===== config.mk =====
export PLATFORM = sky130hd
export DESIGN_NAME = shifted_carrier_pwm
export DESIGN_NICKNAME = d
export VERILOG_FILES = /design/src/rtl/scpwm_pkg.sv /design/src/rtl/scpwm_seq.sv /design/src/rtl/scpwm_carrier.sv /design/src/rtl/scpwm_cell.sv /design/src/rtl/shifted_carrier_pwm.sv
export SDC_FILE = /design/constraint.sdc
export NUM_CORES = 1
export LEC_CHECK = 0
export BUFFER_PORTS_ARGS = -buffer_cell sky130_fd_sc_hd__buf_4
export CAP_MARGIN = 5
export CORE_ASPECT_RATIO = 1.1
export CORE_MARGIN = 1
export CORE_UTILIZATION = 60
export CTS_CLUSTER_DIAMETER = 150
export DETAILED_ROUTE_END_ITERATION = 7
export PLACE_DENSITY = 0.77
export SLEW_MARGIN = 0
export SYNTH_ARGS = -nofsm -noshare
export SYNTH_HDL_FRONTEND = slang
export SYNTH_SLANG_ARGS = --single-unit

===== constraint.sdc =====
create_clock -name clk -period 7.2 [get_ports clk]
set_input_delay 1.08 -clock clk [delete_from_list [all_inputs] [get_ports clk]]
set_output_delay 1.08 -clock clk [all_outputs]
set_load 0.01 [all_outputs]

===== src/rtl/scpwm_pkg.sv =====
package scpwm_pkg;

    typedef enum logic [0:0] {
        S_INIT = 1'b0,
        S_RUN  = 1'b1
    } seq_state_e;

    localparam logic MODE_BIPOLAR  = 1'b0;
    localparam logic MODE_UNIPOLAR = 1'b1;

endpackage


===== src/rtl/scpwm_seq.sv =====
module scpwm_seq
    import scpwm_pkg::*;
#(
    parameter int CW = 10
) (
    input  logic          clk,
    input  logic          rst,
    input  logic [CW-1:0] per_in,
    output logic [CW-1:0] per_q,
    output logic          load,
    output logic          run
);

    seq_state_e state_q, state_d;

    // next-state logic
    always_comb begin
        state_d = state_q;
        unique case (state_q)
            S_INIT: state_d = S_RUN;
            S_RUN:  state_d = (per_in != per_q) ? S_INIT : S_RUN;
            default: state_d = S_INIT;
        endcase
    end

    // state register and captured period
    always_ff @(posedge clk) begin
        if (rst) begin
            state_q <= S_INIT;
            per_q   <= '0;
        end else begin
            state_q <= state_d;
            if (state_q == S_INIT) per_q <= per_in;
        end
    end

    // outputs
    always_comb begin
        load = 1'b0;
        run  = 1'b0;
        unique case (state_q)
            S_INIT: load = 1'b1;
            S_RUN:  run  = 1'b1;
            default: load = 1'b1;
        endcase
    end

endmodule


===== src/rtl/scpwm_carrier.sv =====
module scpwm_carrier #(
    parameter int CW    = 10,
    parameter int N_CAR = 4,
    parameter int K     = 0
) (
    input  logic          clk,
    input  logic          rst,
    input  logic          load,
    input  logic          step,
    input  logic [CW-1:0] per_ld,
    input  logic [CW-1:0] per_run,
    output logic [CW-1:0] v,
    output logic          at_ext
);

    localparam int PW = CW + 1;
    localparam int MW = PW + $clog2(N_CAR) + 1;

    logic [PW-1:0] twop;
    logic [MW-1:0] prod;
    logic [MW-1:0] ph_full;
    logic [PW-1:0] ph;
    logic [CW-1:0] start_v;
    logic          start_up;
    logic          up_q;

    // staggered preload: phase offset K*2P/N_CAR
    always_comb begin
        twop     = {per_ld, 1'b0};
        prod     = MW'(K) * MW'(twop);
        ph_full  = prod / MW'(N_CAR);
        ph       = PW'(ph_full);
        start_up = (ph < {1'b0, per_ld});
        if (ph <= {1'b0, per_ld}) start_v = CW'(ph);
        else                      start_v = CW'(twop - ph);
    end

    always_ff @(posedge clk) begin
        if (rst) begin
            v    <= '0;
            up_q <= 1'b1;
        end else if (load) begin
            v    <= start_v;
            up_q <= start_up;
        end else if (step) begin
            if (up_q) begin
                v <= v + CW'(1);
                if ((v + CW'(1)) == per_run) up_q <= 1'b0;
            end else begin
                v <= v - CW'(1);
                if ((v - CW'(1)) == '0) up_q <= 1'b1;
            end
        end
    end

    assign at_ext = (v == '0) || (v == per_run);

endmodule


===== src/rtl/scpwm_cell.sv =====
module scpwm_cell
    import scpwm_pkg::*;
#(
    parameter int CW = 10,
    parameter int K  = 0
) (
    input  logic                 clk,
    input  logic                 rst,
    input  logic                 load,
    input  logic                 run,
    input  logic [CW-1:0]        per_q,
    input  logic [CW-1:0]        v,
    input  logic                 at_ext,
    input  logic signed [CW+1:0] ref_in,
    input  logic                 mode_in,
    output logic signed [CW+1:0] ref_q,
    output logic                 mode_q,
    output logic                 gate,
    output logic                 gate_n
);

    localparam int  SW  = CW + 3;
    localparam bit  NEG = (K % 2) == 1;

    logic signed [SW-1:0] v_s, p_s, r_s, car_s, up_s, lo_s;
    logic                 cmp;

    // reference capture only at carrier extremes or restart
    always_ff @(posedge clk) begin
        if (rst) begin
            ref_q  <= '0;
            mode_q <= MODE_BIPOLAR;
        end else if (load || (run && at_ext)) begin
            ref_q  <= ref_in;
            mode_q <= mode_in;
        end
    end

    always_comb begin
        v_s = signed'({3'b000, v});
        p_s = signed'({3'b000, per_q});
        r_s = {ref_q[CW+1], ref_q};
        if (mode_q == MODE_BIPOLAR) begin
            car_s = (v_s <<< 1) - p_s;
            up_s  = p_s;
            lo_s  = -p_s;
        end else if (NEG) begin
            car_s = -v_s;
            up_s  = '0;
            lo_s  = -p_s;
        end else begin
            car_s = v_s;
            up_s  = p_s;
            lo_s  = '0;
        end
        if (r_s >= up_s)      cmp = 1'b1;
        else if (r_s <= lo_s) cmp = 1'b0;
        else                  cmp = (r_s > car_s);
        gate   = run & cmp;
        gate_n = run & (mode_q == MODE_BIPOLAR) & ~cmp;
    end

endmodule


===== src/rtl/shifted_carrier_pwm.sv =====
module shifted_carrier_pwm
    import scpwm_pkg::*;
#(
    parameter int N_CAR = 4,
    parameter int CW    = 10
) (
    input  logic                 clk,
    input  logic                 rst,
    input  logic [CW-1:0]        per_in,
    input  logic signed [CW+1:0] ref_in,
    input  logic                 mode_in,
    output logic [N_CAR-1:0]     gate,
    output logic [N_CAR-1:0]     gate_n
);

    localparam int RW = CW + 2;

    logic [CW-1:0]               per_q;
    logic                        load;
    logic                        run;
    logic [N_CAR-1:0][CW-1:0]    car_v;
    logic [N_CAR-1:0]            car_ext;
    logic [N_CAR-1:0][RW-1:0]    ref_lat;
    logic [N_CAR-1:0]            mode_lat;

    scpwm_seq #(.CW(CW)) u_seq (
        .clk    (clk),
        .rst    (rst),
        .per_in (per_in),
        .per_q  (per_q),
        .load   (load),
        .run    (run)
    );

    for (genvar gk = 0; gk < N_CAR; gk++) begin : g_leg
        logic signed [RW-1:0] ref_k;

        scpwm_carrier #(.CW(CW), .N_CAR(N_CAR), .K(gk)) u_car (
            .clk     (clk),
            .rst     (rst),
            .load    (load),
            .step    (run),
            .per_ld  (per_in),
            .per_run (per_q),
            .v       (car_v[gk]),
            .at_ext  (car_ext[gk])
        );

        scpwm_cell #(.CW(CW), .K(gk)) u_cell (
            .clk     (clk),
            .rst     (rst),
            .load    (load),
            .run     (run),
            .per_q   (per_q),
            .v       (car_v[gk]),
            .at_ext  (car_ext[gk]),
            .ref_in  (ref_in),
            .mode_in (mode_in),
            .ref_q   (ref_k),
            .mode_q  (mode_lat[gk]),
            .gate    (gate[gk]),
            .gate_n  (gate_n[gk])
        );

        assign ref_lat[gk] = ref_k;
    end

endmodule


Word-level counts from Yosys, hierarchy flattened. Cells that the tools add are included.

Add/subtract/negate cells: 18. Multiply operators: 1. $lt $le $gt $ge: 20. Equal/unequal tests: 10. Mux-type cells: 56. Bitwise logic cells: 21. Reduce and logical (&&, ||, !) cells: 20.

Operators by type and width (count): $mux 10 (18); $eq 10x10->1 (8); $logic_not 10->1 (8); $mux 13 (6); $gt 12x13->1 (4); $le 12x13->1 (4); $ge 12x11->1 (4); $sub 11x10->12 (4); $add 10x1->10 const B (4); $sub 10x1->10 const B (4); $neg 10->13 (3); $mux 1 (31); $sub 10x10->10 (2); $and 1x1->1 (12); $mul 2x10->12 const A (1); $le 11x10->1 (1); $lt 11x10->1 (1); $le 1x10->1 const A (1); $le 10x10->1 (1); $le 9x10->1 (1); $lt 1x10->1 const A (1); $lt 10x10->1 (1); $lt 9x10->1 (1); $ne 10x10->1 (1); other kinds (6) (24).

Bits in registers: 107. Bits of input ports: 25. Output and inout port bits: 8. Word-level logic and storage cells: 164.

Longest topological paths before layout. Gate-level depths: netlist of the first run.

Depth in word-level cells: 7. Mapped depth: 20. Mapped depth without buffers: 17.

By module. Synthesis of the first run repeated with hierarchy kept, for this count alone.

Cells, all modules: 2075. Area total of the unflattened synthesis: 15576.2 um^2.

Modules (own cells, without submodules): scpwm_cell at g_leg[1].u_cell (instances 1, cells each 305, area each 2237.1 um^2, seq. area each 260.2 um^2); scpwm_carrier at g_leg[3].u_car (instances 1, cells each 310, area each 2222.1 um^2, seq. area each 220.2 um^2); scpwm_cell at g_leg[3].u_cell (instances 1, cells each 298, area each 2202.1 um^2, seq. area each 260.2 um^2); scpwm_cell at g_leg[2].u_cell (instances 1, cells each 285, area each 2107.0 um^2, seq. area each 260.2 um^2); scpwm_cell at g_leg[0].u_cell (instances 1, cells each 265, area each 2035.7 um^2, seq. area each 260.2 um^2); scpwm_carrier at g_leg[1].u_car (instances 1, cells each 247, area each 1871.8 um^2, seq. area each 220.2 um^2); scpwm_carrier at g_leg[2].u_car (instances 1, cells each 167, area each 1275.0 um^2, seq. area each 220.2 um^2); scpwm_carrier at g_leg[0].u_car (instances 1, cells each 150, area each 1132.3 um^2, seq. area each 220.2 um^2); scpwm_seq (instances 1, cells each 48, area each 493.0 um^2, seq. area each 220.2 um^2).

Worst setup path before layout of the first run. Ideal clock, no wire load.

Path kind: register -> output. From: register u_seq.per_q[1]. To: output port gate_n[1]. Arrival: 4.178 ns. Data required time: 6.120 ns. Path slack: 1.942 ns. Cell stages (with the launch flop): 21. Buffers on the path: 3. Cell sequence: dfxtp_1 > clkbuf_1 > clkbuf_1 > inv_1 > ha_1 > nor2b_1 > o211ai_1 > a31oi_1 > o221a_2 > a21oi_1 > xnor2_1 > o21ai_0 > ha_1 > and3_1 > a21oi_1 > a21oi_1 > nor4b_1 > o21ai_0 > a31oi_1 > nor3b_1 > buf_4.

Cells in the longest elaborated chain, start to end: 7. Elaborated cells between the ends (all ways): 11. Classes of those cells: 2 x add/sub; 3 x order compare; 4 x mux; 2 x bitwise.

Ends and longest elaborated chain: start, declared (line scpwm_seq.sv:9) `output logic [CW-1:0] per_q,`; start signal, assigned (line scpwm_seq.sv:33) `if (state_q == S_INIT) per_q <= per_in;`; $sub 11x10->12 (line scpwm_cell.sv:44) `car_s = (v_s <<< 1) - p_s;`; $mux 13 (line scpwm_cell.sv:43) `if (mode_q == MODE_BIPOLAR) begin`; $gt 12x13->1 (line scpwm_cell.sv:58) `else cmp = (r_s > car_s);`; $mux 1 (line scpwm_cell.sv:57) `else if (r_s <= lo_s) cmp = 1'b0;`; $mux 1 (*) (line scpwm_cell.sv:56) `if (r_s >= up_s) cmp = 1'b1;`; $not 1->1 (*) (line scpwm_cell.sv:60) `gate_n = run & (mode_q == MODE_BIPOLAR) & ~cmp;`; $and 1x1->1 (*) (line scpwm_cell.sv:60); end, declared (line shifted_carrier_pwm.sv:13) `output logic [N_CAR-1:0] gate_n`.

Every way passes the cells marked *; elsewhere a longest branch is shown, timed or not.

Worst setup path in the final report of the first run.
From: register u_seq.per_q[3]. To: output port gate_n[2].

Cells in the longest elaborated chain, start to end: 7. Elaborated cells between the ends (all ways): 11. Classes of those cells: 2 x add/sub; 3 x order compare; 4 x mux; 2 x bitwise.

Ends and longest elaborated chain (line): $sub 11x10->12 or $neg 10->13 (tied branches) (scpwm_cell.sv:44, scpwm_cell.sv:46); $mux 13 (scpwm_cell.sv:43); $gt 12x13->1 or $le 12x13->1 (tied branches) (scpwm_cell.sv:58, scpwm_cell.sv:57); $mux 1 (scpwm_cell.sv:57); $mux 1 (*) (scpwm_cell.sv:56); $not 1->1 (*) (scpwm_cell.sv:60); $and 1x1->1 (*) (scpwm_cell.sv:60).

Marks and branches as above.

==> results of run 1 <==
## power by group through the flow
stage | combinational [mW] | clock (mW) | sequential [mW]
final | 1.53 | 0.552 | 0.791
after detailed placement | 1.50 | 0 | 0.798
after global placement | 1.46 | 0 | 0.798
after CTS | 1.51 | 0.551 | 0.785
after floorplan | 1.24 | 0 | 0.699
after global routing | 1.70 | 0.574 | 0.798
## flip-flops by register name (all words and copies together) (netlist names)
register / cells
g_leg.u_cell.mode_q: 4
g_leg.u_cell.ref_q: 48
u_seq.state_q: 1
g_leg.u_car.v: 40
u_seq.per_q: 10
g_leg.u_car.up_q: 4
## cell type report
| cell class | instances | area [um2] |
|---|---|---|
| multi-input cells | 1541 | 11300 |
| fillers | 2066 | 8270 |
| flip-flops and latches | 107 | 2140 |
| repair buffers | 51 | 383 |
| well taps | 300 | 375 |
| inverters | 83 | 312 |
| clock buffers | 9 | 225 |
| clock inverters | 7 | 91.3 |
## cells by family after synthesis
logic type | share of synthesized area, %
buffers and inverters | 5.61
and+or+nand+nor | 21.7
muxes | 6.16
AOI/OAI and AO/OA | 18.2
DFF | 15.1
xor gates and xnor gates | 11.0
adders and majority gates | 22.2
## metrics by stage
stage,total power [mW],utilization (%)
finish,2.87,64.2
global route,3.07,64.2
CTS,2.84,64.2
detailed placement,2.30,62.8
global placement,2.26,62.8
floorplan,1.93,-
## critical path, stage by stage, from the launching register on
cell and delay [ns]:
sky130_fd_sc_hd__dfxtp_1 0.73, sky130_fd_sc_hd__inv_1 0.40, sky130_fd_sc_hd__ha_1 0.44, sky130_fd_sc_hd__o21a_1 0.13, sky130_fd_sc_hd__o21ai_0 0.23, sky130_fd_sc_hd__a21oi_1 0.17, sky130_fd_sc_hd__o21a_1 0.21, sky130_fd_sc_hd__o21a_1 0.16
sky130_fd_sc_hd__o31a_1 0.28, sky130_fd_sc_hd__ha_1 0.28, sky130_fd_sc_hd__and4_1 0.24, sky130_fd_sc_hd__a2111oi_0 0.41, sky130_fd_sc_hd__nand3_1 0.15, sky130_fd_sc_hd__a211oi_1 0.42, sky130_fd_sc_hd__nor3b_1 0.24, sky130_fd_sc_hd__buf_4 0.15
## layer usage
layer  vias to the layer above  track usage (%)
met5                         -                0
met2                       611             60.0
met3                       155             5.20
li1                       6510                -
met4                         0             16.9
met1                      6376             43.8
## how the worst max path moves through the flow
stage	startpoint	end	slack, ns	cells past startpoint
floorplan	u_seq.per_q[1]$_SDFFE_PP0N_	gate_n[1]	1.94	20
global placement	u_seq.per_q[3]$_SDFFE_PP0N_	gate_n[2]	1.78	15
detailed placement	u_seq.per_q[3]$_SDFFE_PP0N_	gate_n[2]	1.60	15
CTS	u_seq.per_q[3]$_SDFFE_PP0N_	gate_n[2]	1.17	15
global route	u_seq.per_q[3]$_SDFFE_PP0N_	gate_n[2]	0.91	15
finish	u_seq.per_q[3]$_SDFFE_PP0N_	gate_n[2]	1.08	15
## cell usage after synthesis (34+ instances only)
cell	number	area [um2]
sky130_fd_sc_hd__a21oi_1	119	596
sky130_fd_sc_hd__clkbuf_1	56	210
sky130_fd_sc_hd__dfxtp_1	107	2140
sky130_fd_sc_hd__ha_1	243	3040
sky130_fd_sc_hd__inv_1	83	312
sky130_fd_sc_hd__mux2i_1	83	831
sky130_fd_sc_hd__nand2_1	112	420
sky130_fd_sc_hd__nand2b_1	58	363
sky130_fd_sc_hd__nand3_1	42	210
sky130_fd_sc_hd__nand4_1	34	213
sky130_fd_sc_hd__nor2_1	187	702
sky130_fd_sc_hd__nor2b_1	35	219
sky130_fd_sc_hd__nor3_1	61	305
sky130_fd_sc_hd__o21ai_0	82	410
sky130_fd_sc_hd__xnor2_1	101	885
sky130_fd_sc_hd__xor2_1	75	657
==> impl_metrics.yaml, run 1 <==
detailed_routing:
  drt_pass1_iterations: 5
  num_vias: 13652
  drtAntennaViolNets: 0
  wl_met3_um: 3270
  met2_length_um: 19800
  detail_route.wirelength_um: 42800
  drc_violations_left: 0
  route.detailed.wl_per_inst_um: 20.4
  detail_route.wirelength.met1_um: 17800
  first_iter_violations: 1132
  top_layer_used: "met4"
  via_per_inst: 6.51
clock_network:
  post-cts-setup-buffers: 0
  cts.path.max_buffers: 2
  clock-sinks: 107
  clock_tree_from_tritoncts: "done"
  worst_skew_pair.late_latency_ns: 0.38
  maximum_level_of_the_cts_h_tree: 3
  cts.clk_slew.worst_paths_ns: 0.09
  holdBufCountCts: 0
  post_cts_resize_count: 0
  ctsRootBufferMaster: "sky130_fd_sc_hd__clkbuf_16"
  tritoncts.num_buffers: 9
power_and_ir_drop:
  power-per-cell-area_nw_per_um2: 194
  power.share.combinational_pct: 53.2
  peakVddDrop_mv: 0.127
  power_switching_share_pct: 45.4
  internal-power_mw: 1.56
  seqPwrFrac_pct: 27.6
  clock_power_share_pct: 19.2
  p_sw_mw: 1.30
  static-leakage-power_nw: 6.56
floorplan:
  rows: 58
  io_pins: 33
  fp.dieH_um: 163
  placeableCoreArea_um2: 23100
  floorplan.initialDensity_pct: 61.6
  die_area_um2: 24300
  fp.dieW_um: 149
synth:
  synthesis.area_per_instance_um2: 7.76
  ys_seq_elements: 107
  synth_nets: 2107
  synth.distinct_cells: 74
  yosysWarningCount: 0
  synthCells: 1833
  synth_seq_area_share_pct: 15.1
  synth.cell_area_um2: 14200
  dominantRegCellSynth: "sky130_fd_sc_hd__dfxtp_1"
  synthArstFlopShare_pct: 0
  post_synth_edffs: 0
sta:
  post-route-worst-setup-slack_ns: 1.08
  aggregate_negative_setup_slack_ns: 0
  fmaxAchievable_mhz: 164
  slew_headroom_pct: 23.9
  final.hold.worst_slack_ns: 0.525
  worstMarginPinSlew_ns: 1.14
  finalCritPeriodShare_pct: 84.9
  report.final.slew_viol_count: 0
  grt_setup_unrepaired: "no"
  finClkSkew_ns: 0.0190
  report.final.setup_viol: 0
  final_hold_viol_count: 0
  final.min_clock_period_ns: 6.12
setup_path:
  regToRegStartpoint: "g_leg[3].u_car.v[0]$_SDFF_PP0_"
  critPathKind: "reg -> out"
  worst_flop_to_flop_path_endpoint: "g_leg[3].u_cell.ref_q[7]$_SDFFE_PP0P_"
  minimum_setup_slack_among_reg_to_reg_paths_ns: 4.46
  cp.arrival_ns: 5.04
  critical_path.max_fanout: 11
  reg2reg_depth: 8
  required_ns: 6.12
  worst_setup_path_end_kind: "output port"
  worst_setup_path_start_kind: "flop"
placed_design:
  placed_cell_area_um2: 14500
  pre_cts_ws_ns: 1.60
  numPlacedInstances: 2082
  hpwl_um: 32500
  place_congestion: 0.924
  io_buffers: 32
finish:
  final_cells: 2098
  final_cell_mix: "243 x sky130_fd_sc_hd__ha_1, 187 x sky130_fd_sc_hd__nor2_1, 119 x sky130_fd_sc_hd__a21oi_1"
  drive_gt1_share_pct: 5.34
  layout-area-overhead-vs-synth_pct: 4.15
  n_antenna_cell: 0
  num-nets-final: 2067
  fin_area_um2: 14800
  most_common_cell_after_layout_fill_and_taps_aside: "sky130_fd_sc_hd__ha_1"
global_route:
  gr-total-overflow: 0
  globalRouteTotalUtil_pct: 35.4
  grt_pass1_wl_um: 67200
  number_of_global_route_vias_before_repair: 12799
  maximum_number_of_pins_on_one_net_before_global_route_repair: 74
  antenna_violations_before_repair: 0
worst_hold_path:
  worst_hold_startpoint: "g_leg[2].u_cell.ref_q[0]$_SDFFE_PP0P_"
  min_path_type: "reg -> reg"
  min_delay_worst_endpoint: "g_leg[2].u_cell.ref_q[0]$_SDFFE_PP0P_"
  holdPathStages: 2
run_status:
  status: "finished, final reports clean"
job:
  timing.max_cap.violations: 0
Note: power is estimated with default switching activity, not from simulation.
==> inputs of run 2 (changes only) <==
--- a/config.mk
+++ b/config.mk
@@ -9,10 +9,10 @@
 export CAP_MARGIN = 5
 export CORE_ASPECT_RATIO = 1.1
 export CORE_MARGIN = 1
-export CORE_UTILIZATION = 60
+export CORE_UTILIZATION = 59
 export CTS_CLUSTER_DIAMETER = 150
 export DETAILED_ROUTE_END_ITERATION = 7
-export PLACE_DENSITY = 0.77
+export PLACE_DENSITY = 0.79
 export SLEW_MARGIN = 0
 export SYNTH_ARGS = -nofsm -noshare
 export SYNTH_HDL_FRONTEND = slang
==> constraint.sdc (replaced) <==
create_clock -name clk -period 5.1 [get_ports clk]
set_input_delay 0.765 -clock clk [delete_from_list [all_inputs] [get_ports clk]]
set_output_delay 0.765 -clock clk [all_outputs]
set_load 0.01 [all_outputs]
==> run 2 against run 1 <==
Effect of this change: die area rose by 1.7%; global-route usage fell by 1.0 points; critical path depth rose by 2; flip-flop and latch count did not move; routed wire length fell by 1.3%; sequential power rose by 35%; worst hold slack got worse by 0.017 ns; largest power group unchanged; highest routed layer unchanged.
==> impl_metrics.yaml, run 2 (synthesis gave the netlist of run 1 again) <==
run_status:
  status: "finished, final reports clean"
finish:
  num-nets-final: 2094
  drive_gt1_share_pct: 7.84
  top_regs: "g_leg.u_cell.ref_q x48, g_leg.u_car.v x40, u_seq.per_q x10"
  largest_reg_flops: 48
  n_antenna_cell: 0
  regMostFlops: "g_leg.u_cell.ref_q"
  most_common_cell_after_layout_fill_and_taps_aside: "sky130_fd_sc_hd__ha_1"
  layout-area-overhead-vs-synth_pct: 6.20
  final_cell_mix: "243 x sky130_fd_sc_hd__ha_1, 187 x sky130_fd_sc_hd__nor2_1, 116 x sky130_fd_sc_hd__a21oi_1"
detailed_routing:
  drc_violations_left: 0
  drt_pass1_iterations: 5
  first_iter_violations: 1062
  drtAntennaViolNets: 0
  via_per_inst: 6.36
  num_vias: 13554
  route.detailed.wl_per_inst_um: 19.8
  detail_route.wirelength_um: 42200
setup_path:
  critPathKind: "reg -> out"
  required_ns: 4.34
  worst_setup_path_start_kind: "flop"
  reg2reg_depth: 8
  critical_path.max_fanout: 5
  worst_setup_path_end_kind: "output port"
  cp.arrival_ns: 4.13
clock_network:
  worst_skew_pair.late_latency_ns: 0.37
  tritoncts.num_buffers: 9
  cts.clk_slew.worst_paths_ns: 0.08
  clock_tree_from_tritoncts: "done"
  post-cts-setup-buffers: 0
  cts.path.max_buffers: 2
  maximum_level_of_the_cts_h_tree: 3
  clock-sinks: 107
  ctsRootBufferMaster: "sky130_fd_sc_hd__clkbuf_16"
floorplan:
  floorplan.initialDensity_pct: 60.2
  placeableCoreArea_um2: 23600
  die_area_um2: 24700
  fp.dieW_um: 150
  rows: 59
  io_pins: 33
  fp.dieH_um: 165
sta:
  finClkSkew_ns: 0.00948
  post-route-worst-setup-slack_ns: 0.208
  final_hold_viol_count: 0
  fmaxAchievable_mhz: 204
  report.final.setup_viol: 0
  report.final.slew_viol_count: 0
  worstMarginPinSlew_ns: 1.06
  final.hold.worst_slack_ns: 0.508
  finalCritPeriodShare_pct: 95.9
  final.min_clock_period_ns: 4.89
  slew_headroom_pct: 29.0
placed_design:
  hpwl_um: 32600
  pre_cts_ws_ns: 0.380
  io_buffers: 32
  place_congestion: 0.964
worst_hold_path:
  min_path_type: "reg -> reg"
  holdPathStages: 2
global_route:
  number_of_global_route_vias_before_repair: 12919
  grt_pass1_wl_um: 66500
  antenna_violations_before_repair: 0
  maximum_number_of_pins_on_one_net_before_global_route_repair: 72
  globalRouteTotalUtil_pct: 34.4
  gr-total-overflow: 0
power_and_ir_drop:
  totalPowerFinal_mw: 4.08
  power-per-cell-area_nw_per_um2: 271
  peakVddDrop_mv: 0.169
  static-leakage-power_nw: 6.71
job:
  timing.max_cap.violations: 0
run 2: cell count changes in the layout (fill, tap and decap cells not counted), moves of 3 or more:
cell                      delta
sky130_fd_sc_hd__buf_4      +26
sky130_fd_sc_hd__dfxtp_2     +4
sky130_fd_sc_hd__o21ai_0     -3
sky130_fd_sc_hd__a31oi_1     -4
sky130_fd_sc_hd__o21ai_1     +3
sky130_fd_sc_hd__a21oi_2     +3
sky130_fd_sc_hd__a21oi_1     -3
sky130_fd_sc_hd__a31oi_2     +4
sky130_fd_sc_hd__dfxtp_1     -5
run 2: worst paths after layout:
kind / startpoint / slack [ns] / to
worst max register to register: g_leg[3].u_car.v[0]$_SDFF_PP0_ / 2.44 / g_leg[3].u_cell.ref_q[7]$_SDFFE_PP0P_
worst min-delay path: g_leg[0].u_cell.ref_q[0]$_SDFFE_PP0P_ / 0.51 / g_leg[0].u_cell.ref_q[0]$_SDFFE_PP0P_
worst min register to register: g_leg[0].u_cell.ref_q[0]$_SDFFE_PP0P_ / 0.51 / g_leg[0].u_cell.ref_q[0]$_SDFFE_PP0P_
worst max-delay path: u_seq.per_q[1]$_SDFFE_PP0N_ / 0.21 / gate_n[0]
run 2: power breakdown:
group | internal, mW | switching (mW) | leakage [nW]
Sequential | 0.911 | 0.158 | 0.888
Clock | 0.355 | 0.393 | 0.152
Combinational | 0.986 | 1.28 | 5.67
run 2: routing by layer:
metal	routed length (um)	track usage [%]	part of all wire [%]	vias up
li1	-	-	-	6559
met1	17400	41.4	41	6341
met2	20000	59.8	47	513
met3	2880	4.36	6.8	141
met4	1950	17.3	4.6	0
met5	0	0	0	-
run 2: repair_timing:
| action | 4_1_cts | 5_1_grt |
|---|---|---|
| resized for setup | 1 | 28 |
| pin swaps | 0 | 6 |
| endpoints found under the setup margin | 1 | 8 |
| hold buffers | 0 | 0 |
| endpoints found under the hold margin | 0 | 0 |
run 2: critical path: stages (launching register included):
cell,delay (ns)
sky130_fd_sc_hd__dfxtp_1,0.38
sky130_fd_sc_hd__inv_2,0.10
sky130_fd_sc_hd__buf_4,0.17
sky130_fd_sc_hd__ha_1,0.26
sky130_fd_sc_hd__nor2b_1,0.15
sky130_fd_sc_hd__o211ai_1,0.24
sky130_fd_sc_hd__a31oi_1,0.17
sky130_fd_sc_hd__or4_1,0.48
sky130_fd_sc_hd__a31oi_1,0.23
sky130_fd_sc_hd__xnor2_1,0.14
sky130_fd_sc_hd__mux2i_1,0.10
sky130_fd_sc_hd__ha_1,0.30
sky130_fd_sc_hd__nor2b_1,0.13
sky130_fd_sc_hd__o21ai_0,0.15
sky130_fd_sc_hd__nand4_1,0.11
sky130_fd_sc_hd__a31o_2,0.29
sky130_fd_sc_hd__nor3_1,0.20
sky130_fd_sc_hd__buf_4,0.17
run 2: area by class of cell:
cell class | instances | area [um2]
clock buffers | 9 | 225
clock inverters | 7 | 91.3
fillers | 2041 | 8520
inverters | 83 | 312
multi-input cells | 1541 | 11300
flip-flops and latches | 107 | 2150
well taps | 305 | 382
repair buffers | 78 | 593
run 2: metrics by stage:
stage / setup TNS, ns / util [%] / instances / area, um2
after floorplan: 0 / - / 1833 / 14200
after global placement: 0 / 62.2 / 2114 / 14700
after detailed placement: 0 / 62.2 / 2114 / 14700
after CTS: 0 / 63.6 / 2130 / 15000
after global routing: -0.00203 / 63.9 / 2130 / 15100
final: 0 / 63.9 / 2130 / 15100
